### config.mk
export PLATFORM = sky130hd
export DESIGN_NAME = flash_dma_engine
export DESIGN_NICKNAME = d
export VERILOG_FILES = /design/src/rtl/flash_dma_pkg.sv /design/src/rtl/flash_dma_regs.sv /design/src/rtl/flash_dma_ctrl.sv /design/src/rtl/flash_dma_engine.sv
export SDC_FILE = /design/constraint.sdc
export NUM_CORES = 1
export LEC_CHECK = 0
export BUFFER_PORTS_ARGS = -buffer_cell sky130_fd_sc_hd__buf_2
export CORE_MARGIN = 2
export CORE_UTILIZATION = 45
export CTS_BUF_LIST = sky130_fd_sc_hd__clkbuf_16
export CTS_CLUSTER_DIAMETER = 120
export DETAILED_ROUTE_END_ITERATION = 8
export GPL_TIMING_DRIVEN = 0
export PLACE_DENSITY = 0.68
export SLEW_MARGIN = 20
export SYNTH_ARGS = -nofsm -noshare
export SYNTH_HDL_FRONTEND = slang
export SYNTH_HIERARCHICAL = 1
export SYNTH_SLANG_ARGS = --single-unit
### constraint.sdc
create_clock -name clk -period 5.1 [get_ports clk]
set_input_delay 1.02 -clock clk [delete_from_list [all_inputs] [get_ports clk]]
set_output_delay 1.02 -clock clk [all_outputs]
set_load 0.005 [all_outputs]
### src/rtl/flash_dma_pkg.sv
package flash_dma_pkg;

    // Register byte offsets decoded by the slice
    localparam logic [7:0] OFS_CONFIG = 8'h00;
    localparam logic [7:0] OFS_KICK   = 8'h18;
    localparam logic [7:0] OFS_BASE   = 8'h1C;
    localparam logic [7:0] OFS_EVENT  = 8'h20;
    localparam logic [7:0] OFS_SIZE   = 8'h24;

    // Bit positions inside the config and length words
    localparam int IRQ_EN_BIT = 20;
    localparam int LANE_HI    = 29;
    localparam int LANE_LO    = 28;

    typedef enum logic [2:0] {
        ST_IDLE,
        ST_SH_REQ,
        ST_SH_WAIT,
        ST_MEM_REQ,
        ST_MEM_WAIT,
        ST_FINISH
    } dma_state_e;

    typedef enum logic {
        DIR_TO_MEM   = 1'b0,
        DIR_TO_FLASH = 1'b1
    } dma_dir_e;

endpackage

### src/rtl/flash_dma_regs.sv
module flash_dma_regs
    import flash_dma_pkg::*;
#(
    parameter int ADDR_W = 32,
    parameter int LEN_W  = 12
) (
    input  logic              clk,
    input  logic              rst_n,
    input  logic              wr_en,
    input  logic [7:0]        addr,
    input  logic [31:0]       wdata,
    output logic [31:0]       rdata,
    input  logic              run_active,
    input  logic              run_done,
    output logic              start,
    output dma_dir_e          start_dir,
    output logic [ADDR_W-1:0] base_addr,
    output logic [LEN_W-1:0]  byte_len,
    output logic [1:0]        lane_code,
    output logic              irq
);

    typedef struct packed {
        logic              irq_en;
        logic              pend;
        logic [ADDR_W-1:0] base;
        logic [1:0]        lanes;
        logic [LEN_W-1:0]  len;
    } regs_t;

    regs_t regs_d, regs_q;

    logic unused_wdata_bits;
    assign unused_wdata_bits = ^wdata;

    always_comb begin
        regs_d    = regs_q;
        start     = 1'b0;
        start_dir = DIR_TO_MEM;
        if (wr_en) begin
            case (addr)
                OFS_CONFIG: regs_d.irq_en = wdata[IRQ_EN_BIT];
                OFS_BASE:   regs_d.base   = wdata[ADDR_W-1:0];
                OFS_SIZE: begin
                    regs_d.lanes = wdata[LANE_HI:LANE_LO];
                    regs_d.len   = wdata[LEN_W-1:0];
                end
                OFS_EVENT: begin
                    if (wdata[0]) regs_d.pend = 1'b0;
                end
                OFS_KICK: begin
                    if (!run_active) begin
                        start     = 1'b1;
                        start_dir = dma_dir_e'(wdata[0]);
                    end
                end
                default: ;
            endcase
        end
        // completion beats a same-cycle clear
        if (run_done) regs_d.pend = 1'b1;
    end

    always_ff @(posedge clk or negedge rst_n) begin
        if (!rst_n) regs_q <= '0;
        else        regs_q <= regs_d;
    end

    always_comb begin
        rdata = '0;
        case (addr)
            OFS_CONFIG: rdata[IRQ_EN_BIT] = regs_q.irq_en;
            OFS_BASE:   rdata[ADDR_W-1:0] = regs_q.base;
            OFS_EVENT:  rdata[0] = regs_q.pend;
            OFS_SIZE: begin
                rdata[LANE_HI:LANE_LO] = regs_q.lanes;
                rdata[LEN_W-1:0]       = regs_q.len;
            end
            default: rdata = '0;
        endcase
    end

    assign base_addr = regs_q.base;
    assign byte_len  = regs_q.len;
    assign lane_code = regs_q.lanes;
    assign irq       = regs_q.pend & regs_q.irq_en;

endmodule

### src/rtl/flash_dma_ctrl.sv
module flash_dma_ctrl
    import flash_dma_pkg::*;
#(
    parameter int ADDR_W = 32,
    parameter int LEN_W  = 12,
    parameter int MAX_RD = 2080,
    parameter int MAX_WR = 520
) (
    input  logic              clk,
    input  logic              rst_n,
    input  logic              start,
    input  dma_dir_e          start_dir,
    input  logic [ADDR_W-1:0] base_addr,
    input  logic [LEN_W-1:0]  byte_len,
    input  logic [1:0]        lane_code,
    output logic              mem_req_valid,
    input  logic              mem_req_ready,
    output logic              mem_req_write,
    output logic [ADDR_W-1:0] mem_req_addr,
    output logic [7:0]        mem_req_wdata,
    input  logic              mem_rsp_valid,
    input  logic [7:0]        mem_rsp_data,
    output logic              shift_req_valid,
    input  logic              shift_req_ready,
    output logic              shift_req_tx,
    output logic [1:0]        shift_req_lanes,
    output logic [7:0]        shift_req_byte,
    input  logic              shift_done_valid,
    input  logic [7:0]        shift_done_byte,
    output logic              busy,
    output logic              active,
    output logic              run_done
);

    localparam int MAX_ANY = (MAX_RD > MAX_WR) ? MAX_RD : MAX_WR;
    localparam int CNT_W   = $clog2(MAX_ANY + 1);
    localparam logic [LEN_W-1:0] LIM_RD = LEN_W'(MAX_RD);
    localparam logic [LEN_W-1:0] LIM_WR = LEN_W'(MAX_WR);

    typedef struct packed {
        dma_state_e        state;
        dma_dir_e          dir;
        logic [1:0]        lanes;
        logic [CNT_W-1:0]  left;
        logic [ADDR_W-1:0] ptr;
        logic [7:0]        data;
    } ctl_t;

    ctl_t ctl_d, ctl_q;

    logic [LEN_W-1:0] limit;
    logic [CNT_W-1:0] clamped;

    always_comb begin
        limit   = (start_dir == DIR_TO_FLASH) ? LIM_WR : LIM_RD;
        clamped = (byte_len > limit) ? CNT_W'(limit) : CNT_W'(byte_len);
    end

    always_comb begin
        ctl_d    = ctl_q;
        run_done = 1'b0;
        case (ctl_q.state)
            ST_IDLE: begin
                if (start) begin
                    ctl_d.dir   = start_dir;
                    ctl_d.lanes = lane_code;
                    ctl_d.ptr   = base_addr;
                    ctl_d.left  = clamped;
                    ctl_d.data  = '0;
                    if (clamped == '0)
                        ctl_d.state = ST_FINISH;
                    else if (start_dir == DIR_TO_FLASH)
                        ctl_d.state = ST_MEM_REQ;
                    else
                        ctl_d.state = ST_SH_REQ;
                end
            end
            ST_SH_REQ: begin
                if (shift_req_ready) ctl_d.state = ST_SH_WAIT;
            end
            ST_SH_WAIT: begin
                if (shift_done_valid) begin
                    if (ctl_q.dir == DIR_TO_MEM) begin
                        ctl_d.data  = shift_done_byte;
                        ctl_d.state = ST_MEM_REQ;
                    end else begin
                        ctl_d.left  = ctl_q.left - 1'b1;
                        ctl_d.ptr   = ctl_q.ptr + 1'b1;
                        ctl_d.state = (ctl_q.left == CNT_W'(1)) ? ST_FINISH : ST_MEM_REQ;
                    end
                end
            end
            ST_MEM_REQ: begin
                if (mem_req_ready) begin
                    if (ctl_q.dir == DIR_TO_MEM) begin
                        ctl_d.left  = ctl_q.left - 1'b1;
                        ctl_d.ptr   = ctl_q.ptr + 1'b1;
                        ctl_d.state = (ctl_q.left == CNT_W'(1)) ? ST_FINISH : ST_SH_REQ;
                    end else begin
                        ctl_d.state = ST_MEM_WAIT;
                    end
                end
            end
            ST_MEM_WAIT: begin
                if (mem_rsp_valid) begin
                    ctl_d.data  = mem_rsp_data;
                    ctl_d.state = ST_SH_REQ;
                end
            end
            ST_FINISH: begin
                run_done    = 1'b1;
                ctl_d.state = ST_IDLE;
            end
            default: ctl_d.state = ST_IDLE;
        endcase
    end

    always_ff @(posedge clk or negedge rst_n) begin
        if (!rst_n) ctl_q <= '{state: ST_IDLE, dir: DIR_TO_MEM, default: '0};
        else        ctl_q <= ctl_d;
    end

    assign mem_req_valid   = (ctl_q.state == ST_MEM_REQ);
    assign mem_req_write   = (ctl_q.dir == DIR_TO_MEM);
    assign mem_req_addr    = ctl_q.ptr;
    assign mem_req_wdata   = ctl_q.data;
    assign shift_req_valid = (ctl_q.state == ST_SH_REQ);
    assign shift_req_tx    = (ctl_q.dir == DIR_TO_FLASH);
    assign shift_req_lanes = ctl_q.lanes;
    assign shift_req_byte  = ctl_q.data;
    assign active          = (ctl_q.state != ST_IDLE);
    assign busy            = (ctl_q.state == ST_SH_REQ)  || (ctl_q.state == ST_SH_WAIT) ||
                             (ctl_q.state == ST_MEM_REQ) || (ctl_q.state == ST_MEM_WAIT);

endmodule

### src/rtl/flash_dma_engine.sv
module flash_dma_engine
    import flash_dma_pkg::*;
#(
    parameter int ADDR_W = 32,
    parameter int LEN_W  = 12,
    parameter int MAX_RD = 2080,
    parameter int MAX_WR = 520
) (
    input  logic              clk,
    input  logic              rst_n,
    input  logic              reg_wr_en,
    input  logic [7:0]        reg_addr,
    input  logic [31:0]       reg_wdata,
    output logic [31:0]       reg_rdata,
    output logic              mem_req_valid,
    input  logic              mem_req_ready,
    output logic              mem_req_write,
    output logic [ADDR_W-1:0] mem_req_addr,
    output logic [7:0]        mem_req_wdata,
    input  logic              mem_rsp_valid,
    input  logic [7:0]        mem_rsp_data,
    output logic              shift_req_valid,
    input  logic              shift_req_ready,
    output logic              shift_req_tx,
    output logic [1:0]        shift_req_lanes,
    output logic [7:0]        shift_req_byte,
    input  logic              shift_done_valid,
    input  logic [7:0]        shift_done_byte,
    output logic              dma_busy,
    output logic              dma_irq
);

    logic              start;
    dma_dir_e          start_dir;
    logic [ADDR_W-1:0] base_addr;
    logic [LEN_W-1:0]  byte_len;
    logic [1:0]        lane_code;
    logic              run_active;
    logic              run_done;

    flash_dma_regs #(.ADDR_W(ADDR_W), .LEN_W(LEN_W)) u_regs (
        .clk        (clk),
        .rst_n      (rst_n),
        .wr_en      (reg_wr_en),
        .addr       (reg_addr),
        .wdata      (reg_wdata),
        .rdata      (reg_rdata),
        .run_active (run_active),
        .run_done   (run_done),
        .start      (start),
        .start_dir  (start_dir),
        .base_addr  (base_addr),
        .byte_len   (byte_len),
        .lane_code  (lane_code),
        .irq        (dma_irq)
    );

    flash_dma_ctrl #(.ADDR_W(ADDR_W), .LEN_W(LEN_W), .MAX_RD(MAX_RD), .MAX_WR(MAX_WR)) u_ctrl (
        .clk              (clk),
        .rst_n            (rst_n),
        .start            (start),
        .start_dir        (start_dir),
        .base_addr        (base_addr),
        .byte_len         (byte_len),
        .lane_code        (lane_code),
        .mem_req_valid    (mem_req_valid),
        .mem_req_ready    (mem_req_ready),
        .mem_req_write    (mem_req_write),
        .mem_req_addr     (mem_req_addr),
        .mem_req_wdata    (mem_req_wdata),
        .mem_rsp_valid    (mem_rsp_valid),
        .mem_rsp_data     (mem_rsp_data),
        .shift_req_valid  (shift_req_valid),
        .shift_req_ready  (shift_req_ready),
        .shift_req_tx     (shift_req_tx),
        .shift_req_lanes  (shift_req_lanes),
        .shift_req_byte   (shift_req_byte),
        .shift_done_valid (shift_done_valid),
        .shift_done_byte  (shift_done_byte),
        .busy             (dma_busy),
        .active           (run_active),
        .run_done         (run_done)
    );

endmodule

==> run summary, run 1 <==
status = finished clean
Die X = 128 um
Area Overhead vs Synth = 19.9%
via count = 6,284
Clock transition at path regs = 0.07 ns
overall die area = 16,300 um^2
Critical Path RT = 5.34 ns
grt total ovfl = 0
Routed Antenna Nets = 0
maxcap violations = 0
worst reg2reg startpoint = u_ctrl/ctl_q[56]$_DFFE_PN0P_
IO Pins = 151
PortBufs = 150
Total Wirelength = 19,800 um
r2r setup slk = 1.45 ns
antenna violations before repair = 0
Hold WS = 0.481 ns
Least-Margin Pin Slew = 0.816 ns
Die Ht = 128 um
nets@finish = 978
crit path from = u_ctrl/ctl_q[56]$_DFFE_PN0P_
per-cell routed wire length = 18.0 um
root buf cell = clkbuf_16
Synth Warn # = 6
Synth Net Count = 816
hold buffers post-CTS = 0
multi-input logic area = 3230 um^2
dpl cell area = 7910 um^2
clk sinks = 106
Num CTS Buffers = 9
FF+latch area = 2650 um^2
Detailed Route Iter0 Violations = 532
fmax = 274 MHz
post-synth top area share = 38.6%
element type at the critical path end = register
HPWL after DPL = 14,600 um
largest net degree at the start of global routing = 72
Resize count post-CTS = 0
setup TNS = 0 ns
Min-Delay Path Class = register to register
Netlist cell types = 74
first-pass GRT wire length = 31,100 um
power per cell area = 242 nW/um^2
Util after Layout = 54.7%
Post-Place Setup Slack = 0.813 ns
Hold Crit Start = u_ctrl/shift_req_lanes[0]$_DFFE_PN0P_
skew final = 0.00626 ns
later-pin clock latency in the skew report = 0.36 ns
Post-synth EDFFs = 0
RSZ-0062 raised after global routing = no
DRC = 0
final setup fails = 0
final slew viol count = 0
top_reg_cell synth = dfrtp_1
CP Class = register to register
fin crit share = 71.5%
DR vias/cell = 5.71
LEAKAGE = 0.00417 uW
# diodes = 0
Syn Std Cell Area = 6880 um^2
Final WS setup = 1.45 ns
Total Routing Usage GR = 24.6%
clock tree from TritonCTS = built
register bit total from synthesis = 106
Post-Synthesis Cells = 746
Max FO, Critical Path = 10
filler cell count = 1,431
Core ar. = 15,100 um^2
postcts setup bufs = 0
largest cells by area after synthesis = dfrtp_1, buf_4, mux2_1, a21oi_1, a22oi_1
Slew HR = 45.5%
starting density of the core = 45.6%
post-route cell area = 8250 um^2
drt pass-1 iters = 7
CTS max path bufs = 2
vias in the first global route = 5,804
row count = 45
end of the worst register-to-register path = u_ctrl/ctl_q[56]$_DFFE_PN0P_
share of post-route cells with drive strength above 1 = 34.4%
fin crit period = 3.65 ns
crit path DAT = 3.89 ns
cell taking the most area after synthesis = dfrtp_1
Syn Area/Cell = 9.22 um^2
H-tree level count = 3
Async S/R FF share, synth = 100%
crit path capture = u_ctrl/ctl_q[56]$_DFFE_PN0P_
Seq/Total Area, Yosys = 38.6%
Fin. Hold Viols = 0
worst r2r path cells = 11
Worst Setup Start Kind = register
GPL Wtd Cong = 0.893
VDD IR max = 0.000170 V
-- worst min-delay path by stage --
stage	to	slack, ns	cells past startpoint
floorplan	u_ctrl/shift_req_lanes[0]$_DFFE_PN0P_	0.45	2
global placement	u_ctrl/shift_req_lanes[0]$_DFFE_PN0P_	0.48	2
detailed placement	u_ctrl/shift_req_lanes[0]$_DFFE_PN0P_	0.47	2
CTS	u_ctrl/shift_req_lanes[0]$_DFFE_PN0P_	0.49	2
global route	u_ctrl/shift_req_lanes[0]$_DFFE_PN0P_	0.53	2
finish	u_ctrl/shift_req_lanes[0]$_DFFE_PN0P_	0.48	2
-- final cells by class --
type / count / share of cell area (%)
Clock inverter: 7 / 1.41
Buffer: 146 / 11.7
Inverter: 11 / 0.500
Tap cell: 188 / 2.85
Multi-Input combinational cell: 483 / 39.2
Clock buffer: 9 / 2.73
Sequential cell: 106 / 32.1
Timing Repair Buffer: 151 / 9.51
-- flip-flops by register name, summed over array words and instances, names as in the netlist --
register,flops
u_ctrl/shift_req_lanes,2
u_regs/byte_len,12
u_ctrl/shift_req_tx,1
u_ctrl/mem_req_addr,32
u_ctrl/mem_req_wdata,8
u_ctrl/ctl_q,15
u_regs/lane_code,2
u_regs/regs_q,2
u_regs/base_addr,32
-- cells in the mapped netlist (all sizes together) (7+ instances only) --
| master | count |
|---|---|
| buf | 127 |
| dfrtp | 106 |
| a21oi | 52 |
| mux2 | 48 |
| nand2 | 46 |
| o21ai | 44 |
| nor2 | 43 |
| a22oi | 28 |
| and2 | 24 |
| clkbuf | 19 |
| a31oi | 17 |
| nor3 | 17 |
| nand4 | 15 |
| and3 | 14 |
| nand3 | 13 |
| inv | 11 |
| nor4 | 11 |
| and4 | 7 |
| ha | 7 |
-- worst max-delay path, cell delays in order, from the launching register on --
cell       delay, ns
dfrtp_1         0.35
buf_2           0.17
nor3_1          0.61
inv_1           0.18
nor4b_2         0.72
inv_1           0.13
ha_1            0.24
o21a_1          0.17
a2111oi_0       0.35
or3_1           0.18
a41oi_1         0.17
a211o_1         0.28
-- metal layers --
metal / GRT usage, % / vias to the layer above / share of wire, % / routed length (um)
met5: 0 / - / 0 / 0
met2: 38.0 / 268 / 45 / 8960
met1: 34.5 / 3011 / 45 / 9000
li1: - / 2978 / - / -
met4: 7.95 / 0 / 1.9 / 376
met3: 5.30 / 27 / 7.6 / 1510
-- power by group --
| group | switching, uW | internal [uW] |
|---|---|---|
| Clock | 323 | 480 |
| Sequential | 53.0 | 886 |
| Combinational | 111 | 144 |
| Total | 486 | 1510 |
-- cell families after synthesis --
| family | Yosys count | share of synthesized area (%) |
|---|---|---|
| XOR/XNOR | 1 | 0.127 |
| flip-flops | 106 | 38.6 |
| AND/OR/NAND/NOR | 226 | 18.3 |
| multiplexers | 51 | 8.29 |
| buffers and inverters | 157 | 14.6 |
| adder cells (fa/ha/maj) | 7 | 1.27 |
| AO/OA/AOI/OAI | 198 | 18.8 |
-- layout by cell type, fill, tap and decap left out, types with 4 or more instances in the layout --
cell type / Yosys / final
a21o_1: 4 / 4
a21oi_1: 52 / 52
a22oi_1: 28 / 28
a31oi_1: 16 / 16
and2_1: 23 / 23
and3_1: 14 / 14
and4_1: 7 / 7
buf_2: 23 / 172
buf_4: 99 / 99
clkbuf_1: 19 / 19
clkbuf_16: 0 / 9
dfrtp_1: 106 / 106
ha_1: 7 / 7
inv_1: 11 / 11
mux2_1: 40 / 40
mux2_2: 8 / 8
nand2_1: 46 / 46
nand2b_1: 5 / 5
nand3_1: 13 / 13
nand4_1: 15 / 15
nor2_1: 43 / 43
nor3_1: 16 / 15
nor4_1: 9 / 9
o211ai_1: 6 / 6
o21ai_0: 19 / 19
o21ai_1: 25 / 25
o22a_1: 6 / 6
or3_1: 4 / 4
or4_1: 6 / 6
-- metrics by stage --
stage               cells  power, uW
detailed placement   1085       1210
finish               1101       2000
CTS                  1101       2010
global placement     1084       1200
global route         1101       2080
floorplan             746       1090
Power figures use the tool's default switching activity.
==> run 2: changes to the inputs <==
ABC_AREA = 1   (was unset)
PLACE_DENSITY = 0.7   (was 0.68)
clock period = 3.3 ns   (was 5.1 ns; I/O delays follow)
==> run 2 against run 1 <==
Non-clock buffer count shrank 8; sequential power grew 99%; register-to-register slack lost 1.2 ns; combinational power grew to 9.4 times the previous value; via count grew 14%; sequential share of layout area shrank 2.2 points; clock skew shrank 0.00061 ns; die area grew 8.3%; synthesized cell count grew 40%; largest cell class unchanged; maximum frequency grew 19%; first-iteration DRC count grew 3.9%; power grew to 2.7 times the previous value.
==> run summary, run 2 <==
Async S/R FF share, synth = 100% (unchanged)
per-cell routed wire length = 14.7 um (-19%)
later-pin clock latency in the skew report = 0.35 ns (about the same)
CTS max path bufs = 2 (unchanged)
fin crit period = 3.06 ns (-0.588 ns)
Sw Share = 40.9% (+17 points)
Synth Warn # = 6 (unchanged)
vias in the first global route = 6,545 (+13%)
via count = 7,137 (+14%)
register bit total from synthesis = 106 (unchanged)
total power = 5320 uW (+170%)
VDD IR max = 0.000351 V (+110%)
Netlist cell types = 39 (-47%)
RSZ-0062 raised after global routing = no
Post-Synthesis Cells = 1,042 (+40%)
DRC = 0 (unchanged)
final slew viol count = 0 (unchanged)
antenna violations before repair = 0 (unchanged)
Util after Layout = 54.0% (-0.69 points)
hold buffers post-CTS = 0 (unchanged)
Fin. Hold Viols = 0 (unchanged)
Detailed Route Iter0 Violations = 553 (+3.9%)
clock tree from TritonCTS = built
IO Pins = 151 (unchanged)
Num CTS Buffers = 9 (unchanged)
CP max stage delay = 0.41 ns (-0.31 ns)
largest net degree at the start of global routing = 62 (-14%)
Core ar. = 16,400 um^2 (+8.7%)
root buf cell = clkbuf_16
element type at the critical path end = register
Top delay family on crit path = simple AND/OR/NAND/NOR gates
H-tree level count = 3 (unchanged)
skew final = 0.00565 ns (-0.000611 ns)
Worst Setup Start Kind = register
most common cell after layout, fill and taps aside = nand2_1
drt pass-1 iters = 5 (-2)
first-pass GRT wire length = 33,500 um (+7.7%)
LEAKAGE = 0.00458 uW (+9.9%)
Syn Std Cell Area = 7470 um^2 (+8.5%)
final setup fails = 0 (unchanged)
largest cells by area after synthesis = dfrtp_1, nand2_1, buf_4, nor2_1, inv_1
Hold WS = 0.225 ns (-0.256 ns)
Comb pwr share = 45.2% (+32 points)
crit-path cells = inv_2, nand2_2, nor2_1, inv_2, nor2_1, nand4_1, nor3_4, inv_1, ha_1, nand2_1, nor2_1, nand3_1, nand2_4, inv_2, nand2_1, nand2_1, o21ai_1, nand2_1, nand2_1
CP max-delay cell = dfrtp_1
cell mode on critical path = nand2_1
fin crit share = 92.7% (+21 points)
starting density of the core = 45.5% (-0.085 points)
Synth top cells by count = nand2_1, nor2_1, dfrtp_1
Min-Delay Path Class = primary input to async pin
Syn Area/Cell = 7.17 um^2 (-22%)
power share of the clock group = 19.7% (-21 points)
HPWL after DPL = 16,400 um (+12%)
clk sinks = 106 (unchanged)
Max FO, Critical Path = 10 (unchanged)
power per cell area = 600 nW/um^2 (+150%)
overall die area = 17,600 um^2 (+8.3%)
Slew HR = 60.2% (+15 points)
Routed Antenna Nets = 0 (unchanged)
status = finished clean
Least-Margin Pin Slew = 0.597 ns (-0.219 ns)
Die Ht = 133 um (+4.0%)
grt total ovfl = 0 (unchanged)
Total Routing Usage GR = 23.9% (-0.70 points)
nets@finish = 1,276 (+30%)
internal power = 3140 uW (+110%)
DR vias/cell = 4.99 (-13%)
cell taking the most area after synthesis = dfrtp_1
net switching power = 2180 uW (+350%)
# diodes = 0 (unchanged)
Synth Net Count = 1,112 (+36%)
share of post-route cells with drive strength above 1 = 29.5% (-4.9 points)
top_reg_cell synth = dfrtp_1
Seq/Total Area, Yosys = 35.5% (-3.0 points)
PortBufs = 149 (-0.67%)
GPL Wtd Cong = 0.942 (+5.5%)
CP Class = register to register
row count = 47 (+4.4%)
most frequent cell after synthesis = nand2_1
Total Wirelength = 21,000 um (+5.8%)
Critical Path RT = 3.60 ns (-1.74 ns)
Buffers & Inverters on Critical Path = 4 (+1)
Die X = 133 um (+4.0%)
maxcap violations = 0 (unchanged)
Clock transition at path regs = 0.07 ns (about the same)
crit path DAT = 3.35 ns (-0.54 ns)
Area Overhead vs Synth = 18.7%
fmax = 327 MHz (+19%)
most frequent cells in the layout = nand2_1, buf_2, nor2_1
Seq pwr share = 35.1% (-12 points)
post-synth top area share = 35.5% (-3.0 points)
Post-synth EDFFs = 0 (unchanged)
-- run 2: stage by stage --
stage,setup TNS [ns],setup WS [ns],instance area [um^2],std cells
2_1_floorplan,0,0.295,7470,1042
3_3_place_gp,-2.30,-0.370,8490,1411
3_5_place_dp,-2.84,-0.413,8520,1412
4_1_cts,0,0.0404,8810,1428
5_1_grt,0,0.0258,8860,1431
6_report,0,0.241,8860,1431
-- run 2: final timing paths --
| check | cells after the start | startpoint | to | slack, ns |
|---|---|---|---|---|
| setup / recovery | 19 | u_ctrl/ctl_q[56]$_DFFE_PN0P_ | u_ctrl/ctl_q[49]$_DFFE_PN0P_ | 0.24 |
| min in group clk | 2 | u_ctrl/shift_req_lanes[0]$_DFFE_PN0P_ | u_ctrl/shift_req_lanes[0]$_DFFE_PN0P_ | 0.48 |
| setup reg to reg | 19 | u_ctrl/ctl_q[56]$_DFFE_PN0P_ | u_ctrl/ctl_q[49]$_DFFE_PN0P_ | 0.24 |
| hold / removal | 1 | rst_n | u_ctrl/mem_req_addr[19]$_DFFE_PN0P_ | 0.23 |
| hold reg to reg | 2 | u_ctrl/shift_req_lanes[0]$_DFFE_PN0P_ | u_ctrl/shift_req_lanes[0]$_DFFE_PN0P_ | 0.48 |
| max in group asynchronous | 2 | rst_n | u_regs/byte_len[3]$_DFFE_PN0P_ | 2.40 |
-- run 2: kinds of logic (layout without fill, tap and decap cells) --
family / Yosys count / after routing / synth area share (%)
DFF: 106 / 106 / 35.5
AOI/OAI and AO/OA: 119 / 119 / 8.95
and+or+nand+nor: 553 / 553 / 33.2
adders and majority gates: 7 / 7 / 1.17
buffers and inverters: 236 / 405 / 18.7
xor gates and xnor gates: 21 / 21 / 2.46
-- run 2: routing by layer --
metal	up-vias	GRT usage [%]	share of wire [%]
met4	0	6.21	1.6
met3	28	2.84	6.3
met5	-	0	0
li1	3574	-	-
met2	276	37.3	45
met1	3259	35.2	47
-- run 2: final cells by class --
cell class	instances	area [um^2]
flip-flops and latches	106	2650
clock inverters	7	55.1
well taps	220	275
inverters	100	375
repair buffers	153	802
multi-input cells	700	3450
clock buffers	9	225
fillers	1628	7550
plain buffers	136	1020
-- run 2: power groups by stage --
stage	Combinational, uW	Sequential, uW	Clock, uW
3_3_place_gp	2350	1880	0
4_1_cts	2400	1860	1070
6_report	2400	1870	1050
5_1_grt	2670	1910	1120
2_1_floorplan	1710	1800	0
3_5_place_dp	2390	1890	0
-- run 2: repair_timing --
| action | 4_1_cts | 5_1_grt |
|---|---|---|
| pin swaps | 0 | 1 |
| endpoints found under the setup margin | 9 | 8 |
| resized for setup | 2 | 8 |
| buffers inserted | 0 | 3 |
==> run 3: changes to the inputs <==
ABC_AREA = unset   (was 1)
CTS_CLUSTER_DIAMETER = unset   (was 120)
PLACE_DENSITY = 0.71   (was 0.7)
==> run 3 against run 2 <==
Clock skew increased by 0.0021 ns; die area decreased by 7.6%; highest routed layer unchanged; final cell count decreased by 23%.
==> run summary, run 3 (synthesized netlist as in run 1, its figures left out) <==
element type at the critical path end = register
root buf cell = clkbuf_16
row count = 45 (-4.3%)
Util after Layout = 54.9% (+0.93 points)
largest net degree at the start of global routing = 74 (+19%)
share of post-route cells with drive strength above 1 = 34.5% (+5.1 points)
maxcap violations = 0 (unchanged)
DR vias/cell = 5.75 (+15%)
Fin. Hold Viols = 0 (unchanged)
Core ar. = 15,100 um^2 (-8.0%)
HPWL after DPL = 14,700 um (-10%)
H-tree level count = 3 (unchanged)
grt total ovfl = 0 (unchanged)
# diodes = 0 (unchanged)
Least-Margin Pin Slew = 0.700 ns (+0.103 ns)
Routed Antenna Nets = 0 (unchanged)
Post-Layout Cell Count = 1,103 (-23%)
VDD IR max = 0.000302 V (-14%)
CTS max path bufs = 2 (unchanged)
LEAKAGE = 0.00417 uW (-8.8%)
clk sinks = 106 (unchanged)
RSZ-0062 raised after global routing = no
Total Wirelength = 20,000 um (-4.6%)
per-cell routed wire length = 18.2 um (+24%)
crit path DAT = 3.40 ns (+0.05 ns)
most common cell after layout, fill and taps aside = buf_2
Min-Delay Path Class = primary input to async pin
vias in the first global route = 5,721 (-13%)
Total Routing Usage GR = 24.6% (+0.70 points)
first-pass GRT wire length = 31,200 um (-7.0%)
most frequent cells in the layout = buf_2, dfrtp_1, buf_4
skew final = 0.00780 ns (+0.00215 ns)
PortBufs = 150 (+0.67%)
Final WS setup = 0.127 ns (-0.114 ns)
power per cell area = 373 nW/um^2 (-38%)
starting density of the core = 45.6% (+0.085 points)
fin crit period = 3.17 ns (+0.114 ns)
overall die area = 16,300 um^2 (-7.6%)
nets@finish = 980 (-23%)
Post-Place Setup Slack = -0.496 ns (-0.0828 ns)
drt pass-1 iters = 5 (unchanged)
via count = 6,343 (-11%)
IO Pins = 151 (unchanged)
Area Overhead vs Synth = 20.5%
Critical Path RT = 3.52 ns (-0.08 ns)
Num CTS Buffers = 9 (unchanged)
hold buffers post-CTS = 0 (unchanged)
Die Ht = 128 um (-3.9%)
total power = 3090 uW (-42%)
clock tree from TritonCTS = built
r2r setup slk = 0.13 ns (-0.11 ns)
fmax = 315 MHz (-3.6%)
end of the worst register-to-register path = u_ctrl/ctl_q[49]$_DFFE_PN0P_
Detailed Route Iter0 Violations = 616 (+11%)
filler cell count = 1,429 (-12%)
DP Cell Count = 1,085 (-23%)
Hold WS = 0.188 ns (-0.0371 ns)
DRC = 0 (unchanged)
Clock transition at path regs = 0.07 ns (about the same)
final setup fails = 0 (unchanged)
later-pin clock latency in the skew report = 0.36 ns (about the same)
worst reg2reg startpoint = u_ctrl/ctl_q[56]$_DFFE_PN0P_
Max FO, Critical Path = 10 (unchanged)
antenna violations before repair = 0 (unchanged)
final slew viol count = 0 (unchanged)
fin crit share = 96.1% (+3.5 points)
Slew HR = 53.0% (-7.2 points)
worst r2r path cells = 10 (-9)
GPL Wtd Cong = 0.886 (-5.9%)
Worst Setup Start Kind = register
CP Class = register to register
Die X = 128 um (-3.9%)
status = finished clean
[run 3: changes by cell type in the layout (fill, tap and decap cells not counted), sizes merged, moves of 15 or more]
cell   previous run  this run
and2              0        24
nor2            127        43
nand3            87        13
mux2              0        48
inv             101        11
xor2             15         0
a22oi             8        28
nand2           294        46
[run 3: area by class of cell]
type	count	area, um^2	area share [%]
plain buffers	146	963	11.6
flip-flops and latches	106	2650	32.0
clock buffers	9	225	2.72
inverters	11	41.3	0.498
repair buffers	153	800	9.65
clock inverters	7	118	1.42
well taps	188	235	2.84
multi-input cells	483	3250	39.3
[run 3: critical path, cell delays in order (launching register included)]
cell	delay [ns]
dfrtp_1	0.35
buf_2	0.18
nor3_2	0.36
inv_1	0.18
nor3_4	0.41
or3b_1	0.43
a31oi_2	0.37
buf_2	0.32
o21ai_1	0.11
a21oi_1	0.21
o211ai_1	0.11
[run 3: how the worst max path moves through the flow]
stage	to	slack, ns	startpoint	cells past startpoint
final	u_ctrl/ctl_q[49]$_DFFE_PN0P_	0.13	u_ctrl/ctl_q[56]$_DFFE_PN0P_	10
after floorplan	u_ctrl/ctl_q[51]$_DFFE_PN0P_	0.16	reg_addr[1]	9
after CTS	u_ctrl/ctl_q[56]$_DFFE_PN0P_	0.18	u_ctrl/ctl_q[56]$_DFFE_PN0P_	11
after global placement	u_ctrl/ctl_q[56]$_DFFE_PN0P_	-0.61	reg_addr[1]	10
after global routing	u_ctrl/ctl_q[49]$_DFFE_PN0P_	0.008	reg_addr[1]	10
after detailed placement	u_ctrl/ctl_q[51]$_DFFE_PN0P_	-0.50	reg_addr[1]	10
[run 3: what timing repair did]
action	CTS	global route
setup endpoints to repair	48	1
setup buffers	0	2
gates resized for setup	4	0
pin swaps	0	1
[run 3: where the power goes]
group | switching [uW] | internal, uW
clock | 496 | 741
combinational | 177 | 223
sequential | 83.6 | 1370
[run 3: per-layer routing]
| metal | share of wire (%) | GRT usage (%) | vias to the layer above |
|---|---|---|---|
| met5 | 0 | 0 | - |
| met4 | 1.6 | 8.14 | 0 |
| met3 | 8.6 | 4.26 | 22 |
| met2 | 45 | 36.3 | 310 |
| met1 | 45 | 36.6 | 3050 |
| li1 | - | - | 2961 |
[run 3: stage by stage]
step                      instance area [um^2]  setup TNS (ns)
after global placement                    7870          -15.00
after CTS                                 8270               0
after floorplan                           6880               0
after detailed placement                  7910          -14.51
final                                     8290               0
after global routing                      8290               0
